`config.mk`:
```
export PLATFORM = sky130hd
export DESIGN_NAME = field_sync_detector
export DESIGN_NICKNAME = d
export VERILOG_FILES = /design/src/rtl/fsd_pkg.sv /design/src/rtl/fsd_sync.sv /design/src/rtl/fsd_edge.sv /design/src/rtl/fsd_field.sv /design/src/rtl/fsd_irq.sv /design/src/rtl/field_sync_detector.sv
export SDC_FILE = /design/constraint.sdc
export NUM_CORES = 1
export LEC_CHECK = 0
export ABC_AREA = 1
export ABC_CLOCK_PERIOD_IN_PS = 3400
export BUFFER_PORTS_ARGS = -buffer_cell sky130_fd_sc_hd__buf_2
export CORE_MARGIN = 2
export CORE_UTILIZATION = 29
export CTS_CLUSTER_DIAMETER = 60
export DETAILED_ROUTE_END_ITERATION = 8
export MAX_ROUTING_LAYER = met4
export PLACE_DENSITY_LB_ADDON = 0.3
export REMOVE_ABC_BUFFERS = 1
export SKIP_LAST_GASP = 1
export SLEW_MARGIN = 20
export SYNTH_ARGS = -nofsm -noshare
export SYNTH_HDL_FRONTEND = slang
export SYNTH_SLANG_ARGS = --single-unit
```
`constraint.sdc`:
```
create_clock -name clk -period 3.4 [get_ports clk]
set_input_delay 0 -clock clk [delete_from_list [all_inputs] [get_ports clk]]
set_output_delay 0 -clock clk [all_outputs]
set_load 0.05 [all_outputs]
```
`src/rtl/fsd_pkg.sv`:
```
package fsd_pkg;
    timeunit 1ns;
    timeprecision 100ps;

    localparam int SYNC_W = 3;
    localparam int IRQ_ON_RISE = 0;
    localparam int IRQ_ON_FALL = 1;

    typedef enum logic [2:0] {
        MODE_VR_DIRECT = 3'b000,
        MODE_VF_DIRECT = 3'b001,
        MODE_VR_FORCED = 3'b010,
        MODE_VF_FORCED = 3'b011,
        MODE_VR_FREE   = 3'b100,
        MODE_VF_FREE   = 3'b101,
        MODE_FRAME     = 3'b110,
        MODE_EXT       = 3'b111
    } sync_mode_e;

    typedef enum logic [1:0] {
        FID_DIRECT,
        FID_FORCED,
        FID_FREE,
        FID_FRAME
    } fid_src_e;

    // Bit order of the synchronised sync bus: hs in MSB, fs in LSB.
    typedef struct packed {
        logic hs;
        logic vs;
        logic fs;
    } sync_lvl_t;

    typedef struct packed {
        logic vs_rise;
        logic vs_fall;
        logic fs_rise;
        logic fs_fall;
    } vedge_t;

    typedef struct packed {
        logic     ext;
        logic     v_rise;
        logic     v_fall;
        fid_src_e src;
    } mode_cfg_t;

    function automatic mode_cfg_t decode_mode(input logic [2:0] m);
        mode_cfg_t cfg;
        cfg.ext    = (m == MODE_EXT);
        cfg.v_rise = (m[2:1] != 2'b11) && !m[0];
        cfg.v_fall = (m[2:1] != 2'b11) &&  m[0];
        unique case (m[2:1])
            2'b00:   cfg.src = FID_DIRECT;
            2'b01:   cfg.src = FID_FORCED;
            2'b10:   cfg.src = FID_FREE;
            default: cfg.src = FID_FRAME;
        endcase
        return cfg;
    endfunction

    function automatic logic is_free_mode(input logic [2:0] m);
        return m[2:1] == 2'b10;
    endfunction
endpackage

```
`src/rtl/fsd_sync.sv`:
```
module fsd_sync #(
    parameter int WIDTH  = 3,
    parameter int STAGES = 2
) (
    input  logic             clk,
    input  logic             rst,
    input  logic [WIDTH-1:0] d,
    output logic [WIDTH-1:0] q
);
    timeunit 1ns;
    timeprecision 100ps;

    localparam int DEPTH = (STAGES < 2) ? 2 : STAGES;

    logic [DEPTH-1:0][WIDTH-1:0] chain;

    always_ff @(posedge clk) begin
        if (rst) begin
            chain <= '0;
        end else begin
            chain[0] <= d;
            for (int i = 1; i < DEPTH; i++) begin
                chain[i] <= chain[i-1];
            end
        end
    end

    assign q = chain[DEPTH-1];
endmodule

```
`src/rtl/fsd_edge.sv`:
```
module fsd_edge #(
    parameter int WIDTH = 3
) (
    input  logic             clk,
    input  logic             rst,
    input  logic             armed,
    input  logic [WIDTH-1:0] cur,
    output logic [WIDTH-1:0] rise,
    output logic [WIDTH-1:0] fall
);
    timeunit 1ns;
    timeprecision 100ps;

    logic [WIDTH-1:0] prev;

    always_ff @(posedge clk) begin
        if (rst) prev <= '0;
        else     prev <= cur;
    end

    generate
        for (genvar b = 0; b < WIDTH; b++) begin : g_bit
            assign rise[b] = armed &  cur[b] & ~prev[b];
            assign fall[b] = armed & ~cur[b] &  prev[b];
        end
    endgenerate
endmodule

```
`src/rtl/fsd_field.sv`:
```
module fsd_field
    import fsd_pkg::*;
(
    input  logic      clk,
    input  logic      rst,
    input  logic      armed,
    input  mode_cfg_t cfg,
    input  logic      hs_lvl,
    input  logic      fs_lvl,
    input  vedge_t    edges,
    input  logic      ext_field,
    input  logic      ext_fid,
    output logic      field_evt,
    output logic      fid
);
    timeunit 1ns;
    timeprecision 100ps;

    logic miss_q, miss_n;
    logic fid_n;
    logic expect_fid;

    always_comb begin
        if (cfg.ext) begin
            field_evt = armed & ext_field;
        end else if (cfg.src == FID_FRAME) begin
            field_evt = edges.fs_rise | edges.fs_fall;
        end else begin
            field_evt = (cfg.v_rise & edges.vs_rise) | (cfg.v_fall & edges.vs_fall);
        end
    end

    assign expect_fid = field_evt ? ~fid : fid;

    always_comb begin
        fid_n  = fid;
        miss_n = miss_q;
        if (!armed) begin
            fid_n  = fid;
            miss_n = 1'b0;
        end else if (cfg.ext) begin
            fid_n = ext_fid;
        end else begin
            unique case (cfg.src)
                FID_DIRECT: if (field_evt) fid_n = hs_lvl;
                FID_FREE:   if (field_evt) fid_n = ~fid;
                FID_FRAME:  fid_n = fs_lvl;
                FID_FORCED: begin
                    fid_n = expect_fid;
                    if (edges.vs_fall) begin
                        if (hs_lvl != expect_fid) begin
                            if (miss_q) begin
                                fid_n  = hs_lvl;
                                miss_n = 1'b0;
                            end else begin
                                miss_n = 1'b1;
                            end
                        end else begin
                            miss_n = 1'b0;
                        end
                    end
                end
                default: fid_n = fid;
            endcase
        end
    end

    always_ff @(posedge clk) begin
        if (rst) begin
            fid    <= 1'b0;
            miss_q <= 1'b0;
        end else begin
            fid    <= fid_n;
            miss_q <= miss_n;
        end
    end
endmodule

```
`src/rtl/fsd_irq.sv`:
```
module fsd_irq
    import fsd_pkg::*;
(
    input  logic       clk,
    input  logic       rst,
    input  logic       fid,
    input  logic [1:0] sel,
    output logic       irq
);
    timeunit 1ns;
    timeprecision 100ps;

    logic fid_q;
    logic hit;

    assign hit = (sel[IRQ_ON_RISE] &  fid & ~fid_q)
               | (sel[IRQ_ON_FALL] & ~fid &  fid_q);

    always_ff @(posedge clk) begin
        if (rst) begin
            fid_q <= 1'b0;
            irq   <= 1'b0;
        end else begin
            fid_q <= fid;
            irq   <= hit;
        end
    end
endmodule

```
`src/rtl/field_sync_detector.sv`:
```
module field_sync_detector
    import fsd_pkg::*;
#(
    parameter int SYNC_STAGES = 2
) (
    input  logic       clk,
    input  logic       rst,
    input  logic       hs_in,
    input  logic       vs_in,
    input  logic       fs_in,
    input  logic [2:0] mode,
    input  logic       hs_inv,
    input  logic       vs_inv,
    input  logic [1:0] irq_sel,
    input  logic       ext_line_stb,
    input  logic       ext_field_stb,
    input  logic       ext_fid,
    input  logic       hs_gen,
    input  logic       vs_gen,
    output logic       hs_out,
    output logic       vs_out,
    output logic       line_stb,
    output logic       field_stb,
    output logic       fid,
    output logic       irq
);
    timeunit 1ns;
    timeprecision 100ps;

    localparam int ARM_CYC = SYNC_STAGES + 1;
    localparam int ARM_W   = $clog2(ARM_CYC + 1);

    mode_cfg_t         cfg;
    sync_lvl_t         raw_lvl;
    sync_lvl_t         lvl;
    sync_lvl_t         rise_s;
    sync_lvl_t         fall_s;
    logic [SYNC_W-1:0] sync_q;
    logic [SYNC_W-1:0] rise_v;
    logic [SYNC_W-1:0] fall_v;
    vedge_t            vedges;
    logic [ARM_W-1:0]  arm_cnt;
    logic              armed;
    logic              field_evt;
    logic              line_evt;
    logic              unused_hs_fall;

    assign cfg = decode_mode(mode);

    // Start-up window: edges count only after the synchronizer and the
    // previous-sample register hold real input values.
    always_ff @(posedge clk) begin
        if (rst)                        arm_cnt <= '0;
        else if (arm_cnt != ARM_W'(ARM_CYC)) arm_cnt <= arm_cnt + 1'b1;
    end
    assign armed = (arm_cnt == ARM_W'(ARM_CYC));

    assign raw_lvl = '{hs: hs_in, vs: vs_in, fs: fs_in};

    fsd_sync #(.WIDTH(SYNC_W), .STAGES(SYNC_STAGES)) u_sync (
        .clk (clk),
        .rst (rst),
        .d   (raw_lvl),
        .q   (sync_q)
    );
    assign lvl = sync_lvl_t'(sync_q);

    fsd_edge #(.WIDTH(SYNC_W)) u_edge (
        .clk   (clk),
        .rst   (rst),
        .armed (armed),
        .cur   (sync_q),
        .rise  (rise_v),
        .fall  (fall_v)
    );
    assign rise_s = sync_lvl_t'(rise_v);
    assign fall_s = sync_lvl_t'(fall_v);
    assign unused_hs_fall = fall_s.hs;

    assign vedges = '{vs_rise: rise_s.vs, vs_fall: fall_s.vs,
                      fs_rise: rise_s.fs, fs_fall: fall_s.fs};

    fsd_field u_field (
        .clk       (clk),
        .rst       (rst),
        .armed     (armed),
        .cfg       (cfg),
        .hs_lvl    (lvl.hs),
        .fs_lvl    (lvl.fs),
        .edges     (vedges),
        .ext_field (ext_field_stb),
        .ext_fid   (ext_fid),
        .field_evt (field_evt),
        .fid       (fid)
    );

    assign line_evt = cfg.ext ? (armed & ext_line_stb) : rise_s.hs;

    always_ff @(posedge clk) begin
        if (rst) begin
            line_stb  <= 1'b0;
            field_stb <= 1'b0;
        end else begin
            line_stb  <= line_evt;
            field_stb <= field_evt;
        end
    end

    fsd_irq u_irq (
        .clk (clk),
        .rst (rst),
        .fid (fid),
        .sel (irq_sel),
        .irq (irq)
    );

    assign hs_out = hs_inv ? ~hs_gen : hs_gen;
    assign vs_out = vs_inv ? ~vs_gen : vs_gen;
endmodule

```
==> reports/metrics.json, run 1 <==
{
  "viasPerCell": {"value": 4.474},
  "category_of_the_worst_setup_path_capture_point": {"value": "flip-flop"},
  "drt_iter0_drc": {"value": 4},
  "synth_seq_cells": {"value": 17},
  "grt_start_max_net_pins": {"value": 15},
  "synth_cell_type_count": {"value": 23},
  "antenna_found_initial": {"value": 0},
  "synth.top_cells.by_area": {"value": "dfxtp_1 (41%), nor2_1 (9.9%), nand2_1 (9.4%), nand3_2 (7.2%), inv_1 (7.2%)"},
  "synthesis.area_per_instance": {"value": 7.343, "unit": "µm²"},
  "synthesis.instances": {"value": 114},
  "area_used_by_multi_input_combinational_logic": {"value": 411.6, "unit": "µm²"},
  "power_per_cell_area": {"value": 390.0, "unit": "nW/µm²"},
  "grt_pass1_vias": {"value": 777},
  "cts_max_level": {"value": 1},
  "critPathKind": {"value": "flip-flop to flip-flop"},
  "die_x": {"value": 57.73, "unit": "µm"},
  "max-slew-margin-rel": {"value": 71.93, "unit": "%"},
  "number_of_buffers_and_inverters_on_the_critical_path": {"value": 1},
  "grt_setup_unrepaired": {"value": "no"},
  "gp_congestion": {"value": 0.8449},
  "grt_use_total": {"value": 11.77, "unit": "%"},
  "timing.clock.skew": {"value": 0.0006585, "unit": "ns"},
  "dpl.hpwl": {"value": 1338, "unit": "µm"},
  "clk_latency": {"value": 0.28, "unit": "ns"},
  "cts-buffers-inserted": {"value": 3},
  "insertedDiodeCount": {"value": 0},
  "cts.sink_count": {"value": 17},
  "dr_total_vias": {"value": 783},
  "layout-drive-gt1-share": {"value": 27.78, "unit": "%"},
  "finalSetupViolCount": {"value": 0},
  "p_leak": {"value": 0.5422, "unit": "nW"},
  "worst-path-max-fanout": {"value": 10},
  "synth-edff-count": {"value": 0},
  "timing_hold_violations_final": {"value": 0},
  "clk_root_buffer_cell": {"value": "clkbuf_4"},
  "floorplan.io_pins": {"value": 23},
  "port_buffers": {"value": 22},
  "worst_path_dominant_cell_family": {"value": "simple AND/OR/NAND/NOR gates"},
  "worst_hold_path_type": {"value": "primary input to flip-flop"},
  "wire_per_inst": {"value": 9.503, "unit": "µm"},
  "synth.cells.most_frequent": {"value": "nor2_1 (22), nand2_1 (21), dfxtp_1 (17)"},
  "clk_pin_slew_worst_paths": {"value": 0.09, "unit": "ns"},
  "critical-path-max-stage-delay": {"value": 0.43, "unit": "ns"},
  "synthFlopType": {"value": "dfxtp_1"},
  "global_route_wire_length_before_repair": {"value": 3036, "unit": "µm"},
  "area.sequential": {"value": 340.3, "unit": "µm²"},
  "async_reset_ff_share": {"value": 0, "unit": "%"},
  "crit_path_start_kind": {"value": "flip-flop"},
  "ant_nets": {"value": 0},
  "worstPathArrival": {"value": 1.86, "unit": "ns"},
  "crit_chain": {"value": "ha_1 -> inv_4 -> nor2_2 -> nand2_2 -> nand2_1 -> nand2_1 -> nand3_2 -> nand3_2 -> nand3_2 -> nand2_1 -> nand2_1 -> nand2_1 -> nand2_1 -> nand2_1"},
  "yosysSeqAreaShare": {"value": 40.66, "unit": "%"},
  "final_period_minus_worst_setup_slack": {"value": 1.678, "unit": "ns"},
  "nFillCells": {"value": 306},
  "finalNetCount": {"value": 163},
  "tritoncts": {"value": "built"},
  "drc": {"value": 0},
  "layout_area_overhead": {"value": 26.31, "unit": "%"},
  "clock_path_buffers": {"value": 2},
  "post-synth-top-count-cell": {"value": "nor2_1"},
  "maxClockFrequency": {"value": 596.0, "unit": "MHz"},
  "first_pass_iters": {"value": 3},
  "grt_overflow": {"value": 0},
  "slew_viol_final": {"value": 0},
  "p_total": {"value": 0.0004123, "unit": "W"},
  "maxCapViolCount": {"value": 0},
  "outcome": {"value": "finished clean"},
  "crit_slowest_cell": {"value": "ha_1"},
  "ir_worst_vdd": {"value": 198.7, "unit": "µV"},
  "design.core.area": {"value": 2758, "unit": "µm²"},
  "dieArea": {"value": 3332, "unit": "µm²"},
  "tns": {"value": 0, "unit": "ns"},
  "wirelength": {"value": 1663, "unit": "µm"},
  "start_util": {"value": 30.35, "unit": "%"},
  "yosysTopAreaCell": {"value": "dfxtp_1"},
  "cts_setup_buffers": {"value": 0},
  "mappedNetlistArea": {"value": 837.1, "unit": "µm²"},
  "finalCritPeriodShare": {"value": 49.35, "unit": "%"},
  "synth_warnings": {"value": 0},
  "actual_transition_at_the_worst_max_transition_pin": {"value": 0.4211, "unit": "ns"},
  "worst_ep_required_time": {"value": 3.59, "unit": "ns"},
  "chipHeight": {"value": 57.73, "unit": "µm"},
  "rows": {"value": 19},
  "critPathMostFrequentCell": {"value": "nand2_1"},
  "synth_largest_type_area_fraction": {"value": 40.66, "unit": "%"}
}
routing by layer:
metal  vias up  track usage (%)  wire length [µm]
met5         -                -                 0
met3         2            1.786                94
met1       341            12.83               771
li1        419                -                 -
met4         0            4.983                14
met2        21            21.10               782
timing repair:
| item | in CTS | in global routing |
|---|---|---|
| hold buffers | 6 | 0 |
| endpoints found under the hold margin | 5 | 0 |
| gates resized for setup | 0 | 0 |
final cells by class:
class / count / share of cell area, %
multi-input combinational: 77 / 38.94
timing repair buffer: 28 / 16.09
inverter: 18 / 6.627
clock buffer: 4 / 2.485
tap: 31 / 3.669
sequential: 17 / 32.19
flip-flops by register name, summed over array words and instances (netlist names):
name,flops
arm_cnt,2
field_stb,1
line_stb,1
u_edge.prev,3
u_field.fid,1
u_field.miss_q,1
u_irq.fid_q,1
u_irq.irq,1
u_sync.chain,3
u_sync.q,3
cells by family (layout without fill, tap and decap cells):
logic type	after synthesis	in the layout	synth area share, %
DFF	17	17	40.66
and+or+nand+nor	64	64	38.12
buffers and inverters	20	50	10.16
xor gates and xnor gates	3	3	3.140
adders and majority gates	1	1	1.495
AOI/OAI and AO/OA	9	9	6.427
through the flow:
step	setup slack [ns]	utilization [%]	cell area (µm²)	instances	hold WS (ns)
CTS	1.703	38.34	1057	175	0.04596
finish	1.722	38.34	1057	175	0.05241
global placement	1.767	35.21	970.9	165	0.2026
global route	1.515	38.34	1057	175	0.06136
floorplan	1.865	-	822.0	112	0.06907
detailed placement	1.720	35.21	970.9	165	0.2109
cell usage in the layout, fill, tap and decap left out, types with 2 or more instances in the layout:
cell and instances:
inv_1 16, nand2_1 21, a21oi_1 2, dlygate4sd3_1 6
nand3_2 6, nand2_2 3, o21ai_0 3, xor2_1 3
clkbuf_4 3, dfxtp_1 17, buf_2 22, nand3_1 8
nor2_1 22
path summary, 6_finish.rpt:
kind | cells after the start | end | from | slack [ns]
max | 14 | u_field.fid | arm_cnt[0] | 1.72
min | 2 | u_sync.chain[2] | rst | 0.05
max reg2reg | 14 | u_field.fid | arm_cnt[0] | 1.72
min reg2reg | 2 | u_sync.q[2] | u_sync.chain[2] | 0.41
report_power, final:
part | leakage [nW] | switching [W] | internal (W)
clock | 0.0150 | 0.0000577 | 0.0000455
combinational | 0.388 | 0.0000559 | 0.0000332
sequential | 0.139 | 0.00000763 | 0.000212
worst register-to-register path: cells and delay by family, from the launching register on:
family | cells | cell delay [ns]
and+or+nand+nor | 12 | 0.74
DFF | 1 | 0.36
adders and majority gates | 1 | 0.43
buffers and inverters | 1 | 0.06
Power figures use the tool's default switching activity.
==> run 2, diff against run 1 <==
--- a/config.mk
+++ b/config.mk
@@ -6,7 +6,7 @@
 export NUM_CORES = 1
 export LEC_CHECK = 0
 export ABC_AREA = 1
-export ABC_CLOCK_PERIOD_IN_PS = 3400
+export ABC_CLOCK_PERIOD_IN_PS = 1700
 export BUFFER_PORTS_ARGS = -buffer_cell sky130_fd_sc_hd__buf_2
 export CORE_MARGIN = 2
 export CORE_UTILIZATION = 29
==> constraint.sdc (replaced) <==
create_clock -name clk -period 1.7 [get_ports clk]
set_input_delay 0 -clock clk [delete_from_list [all_inputs] [get_ports clk]]
set_output_delay 0 -clock clk [all_outputs]
set_load 0.05 [all_outputs]
==> reports/metrics.json, run 2 (synthesis gave the netlist of run 1 again) <==
{
  "grt_overflow": {"value": 0, "change": "unchanged"},
  "maxCapViolCount": {"value": 0, "change": "unchanged"},
  "chipHeight": {"value": 57.73, "unit": "µm", "change": "unchanged"},
  "power.net_switching": {"value": 0.0002555, "unit": "W", "change": "+110%"},
  "die_x": {"value": 57.73, "unit": "µm", "change": "unchanged"},
  "category_of_the_worst_setup_path_capture_point": {"value": "flip-flop"},
  "floorplan.io_pins": {"value": 23, "change": "unchanged"},
  "insertedDiodeCount": {"value": 0, "change": "unchanged"},
  "cts_max_level": {"value": 1, "change": "unchanged"},
  "reg2reg_depth": {"value": 12, "change": "-2"},
  "p_total": {"value": 0.0008522, "unit": "W", "change": "+110%"},
  "worst_hold_path_type": {"value": "primary input to flip-flop"},
  "global_route_wire_length_before_repair": {"value": 2911, "unit": "µm", "change": "-4.1%"},
  "holdCritStartpoint": {"value": "rst"},
  "finalNetCount": {"value": 164, "change": "+0.61%"},
  "final_instance_count_excl_fillers": {"value": 176, "change": "+0.57%"},
  "rows": {"value": 19, "change": "unchanged"},
  "dieArea": {"value": 3332, "unit": "µm²", "change": "unchanged"},
  "ir_worst_vdd": {"value": 416.5, "unit": "µV", "change": "+110%"},
  "clk_root_buffer_cell": {"value": "clkbuf_4"},
  "finalSetupViolCount": {"value": 0, "change": "unchanged"},
  "worstReg2RegStart": {"value": "arm_cnt[0]"},
  "gp_congestion": {"value": 0.8484, "change": "+0.41%"},
  "drc": {"value": 0, "change": "unchanged"},
  "p_leak": {"value": 0.5464, "unit": "nW", "change": "+0.77%"},
  "timing_hold_violations_final": {"value": 0, "change": "unchanged"},
  "port_buffers": {"value": 22, "change": "unchanged"},
  "mostFrequentLayoutCells": {"value": "nor2_1 (22), buf_2 (22), nand2_1 (21)"},
  "ant_nets": {"value": 0, "change": "unchanged"},
  "maxClockFrequency": {"value": 672.3, "unit": "MHz", "change": "+13%"},
  "drt_iter0_drc": {"value": 30, "change": "+26"},
  "timing.clock.skew": {"value": 0.002298, "unit": "ns", "change": "+0.001639 ns"},
  "first_pass_iters": {"value": 4, "change": "+1"},
  "worstPathArrival": {"value": 1.67, "unit": "ns", "change": "-0.19 ns"},
  "design.core.area": {"value": 2758, "unit": "µm²", "change": "unchanged"},
  "timing.critical_path.from": {"value": "arm_cnt[0]"},
  "clk_pin_slew_worst_paths": {"value": 0.09, "unit": "ns", "change": "about the same"},
  "worst-path-max-fanout": {"value": 8, "change": "-2"},
  "finalCritPeriodShare": {"value": 87.50, "unit": "%", "change": "+38 points"},
  "slew_viol_final": {"value": 0, "change": "unchanged"},
  "power_switching_share": {"value": 29.98, "unit": "%", "change": "+0.58 points"},
  "p_int": {"value": 0.0005967, "unit": "W", "change": "+100%"},
  "cts-buffers-inserted": {"value": 3, "change": "unchanged"},
  "tns": {"value": 0, "unit": "ns", "change": "unchanged"},
  "clockPowerShare": {"value": 24.3, "unit": "%", "change": "-0.7 points"},
  "worst_hold_slack": {"value": 0.05388, "unit": "ns", "change": "+0.001463 ns"},
  "grt_start_max_net_pins": {"value": 15, "change": "unchanged"},
  "critPathKind": {"value": "flip-flop to flip-flop"},
  "clk_latency": {"value": 0.28, "unit": "ns", "change": "about the same"},
  "layout-drive-gt1-share": {"value": 28.97, "unit": "%", "change": "+1.2 points"},
  "grt_setup_unrepaired": {"value": "no"},
  "dr_total_vias": {"value": 791, "change": "+1.0%"},
  "viasPerCell": {"value": 4.494, "change": "+0.45%"},
  "start_util": {"value": 30.35, "unit": "%", "change": "unchanged"},
  "layout_area_overhead": {"value": 28.70, "unit": "%"},
  "cts.sink_count": {"value": 17, "change": "unchanged"},
  "actual_transition_at_the_worst_max_transition_pin": {"value": 0.2577, "unit": "ns", "change": "-0.1633 ns"},
  "wire_per_inst": {"value": 9.602, "unit": "µm", "change": "+1.0%"},
  "crit_path_start_kind": {"value": "flip-flop"},
  "dpl.hpwl": {"value": 1286, "unit": "µm", "change": "-3.9%"},
  "max-slew-margin-rel": {"value": 82.82, "unit": "%", "change": "+11 points"},
  "clock_path_buffers": {"value": 2, "change": "unchanged"},
  "grt_use_total": {"value": 11.33, "unit": "%", "change": "-0.44 points"},
  "power.sequential.fraction": {"value": 52.7, "unit": "%", "change": "-0.7 points"},
  "power_per_cell_area": {"value": 791.1, "unit": "nW/µm²", "change": "+100%"},
  "worst_ep_required_time": {"value": 1.89, "unit": "ns", "change": "-1.70 ns"},
  "tritoncts": {"value": "built"},
  "grt_pass1_vias": {"value": 721, "change": "-7.2%"},
  "wirelength": {"value": 1690, "unit": "µm", "change": "+1.6%"},
  "p_comb_share": {"value": 23.0, "unit": "%", "change": "+1.4 points"},
  "outcome": {"value": "finished clean"},
  "final_period_minus_worst_setup_slack": {"value": 1.488, "unit": "ns", "change": "-0.1904 ns"},
  "antenna_found_initial": {"value": 0, "change": "unchanged"},
  "dpl.cell_count": {"value": 166, "change": "+0.61%"},
  "hold_depth": {"value": 2, "change": "unchanged"}
}
-- run 2: changes by cell type in the layout (fill, tap and decap cells not counted), sizes merged --
cell	delta
buf	+1
-- run 2: layer usage --
layer  wire, µm  vias to the layer above  share of wire, %  global-route usage, %
li1           -                      418                 -                      -
met5          0                        -                 0                      -
met4         38                        0               2.2                  6.645
met1        805                      335                48                  14.31
met2        736                       32                44                  17.21
met3        110                        6               6.5                  1.563
-- run 2: path summary, 6_finish.rpt --
kind | end | slack (ns)
max | u_field.fid | 0.21
min | u_sync.q[1] | 0.05
max reg2reg | u_field.fid | 0.21
min reg2reg | u_sync.q[0] | 0.41
-- run 2: stage by stage --
stage / area, µm² / setup slack [ns] / util (%)
finish: 1077 / 0.2125 / 39.07
global route: 1077 / 0.01183 / 39.07
CTS: 1065 / 0.08239 / 38.61
detailed placement: 978.4 / 0.1012 / 35.48
global placement: 978.4 / 0.1180 / 35.48
floorplan: 822.0 / 0.1654 / -
-- run 2: critical path: stages, from the launching register on --
cell and delay, ns:
dfxtp_1 0.41, ha_4 0.22, inv_4 0.05, nor2_1 0.14, o21ai_1 0.11, nand3_2 0.09
nand3_2 0.08, nand3_2 0.07, nand2_1 0.05, nand2_1 0.05, nand2_1 0.04, nand2_1 0.05
nand2_1 0.04
-- run 2: timing repair --
action                     4_1_cts  5_1_grt
resized for setup                0        2
setup endpoints to repair        0        2
hold buffers                     6        0
setup buffers                    0        0
hold endpoints to repair         5        0
-- run 2: power groups by stage --
stage	combinational (W)	sequential (W)	clock [W]
3_3_place_gp	0.000174	0.000448	0
3_5_place_dp	0.000175	0.000450	0
5_1_grt	0.000224	0.000453	0.000231
2_1_floorplan	0.000108	0.000457	0
6_report	0.000196	0.000449	0.000207
4_1_cts	0.000186	0.000441	0.000219
-- run 2: final cells by class --
cell class / instances / area (µm²)
fillers: 293 / 1680
well taps: 31 / 38.79
repair buffers: 29 / 177.7
multi-input cells: 77 / 424.2
inverters: 18 / 70.07
flip-flops and latches: 17 / 340.3
clock buffers: 4 / 26.28
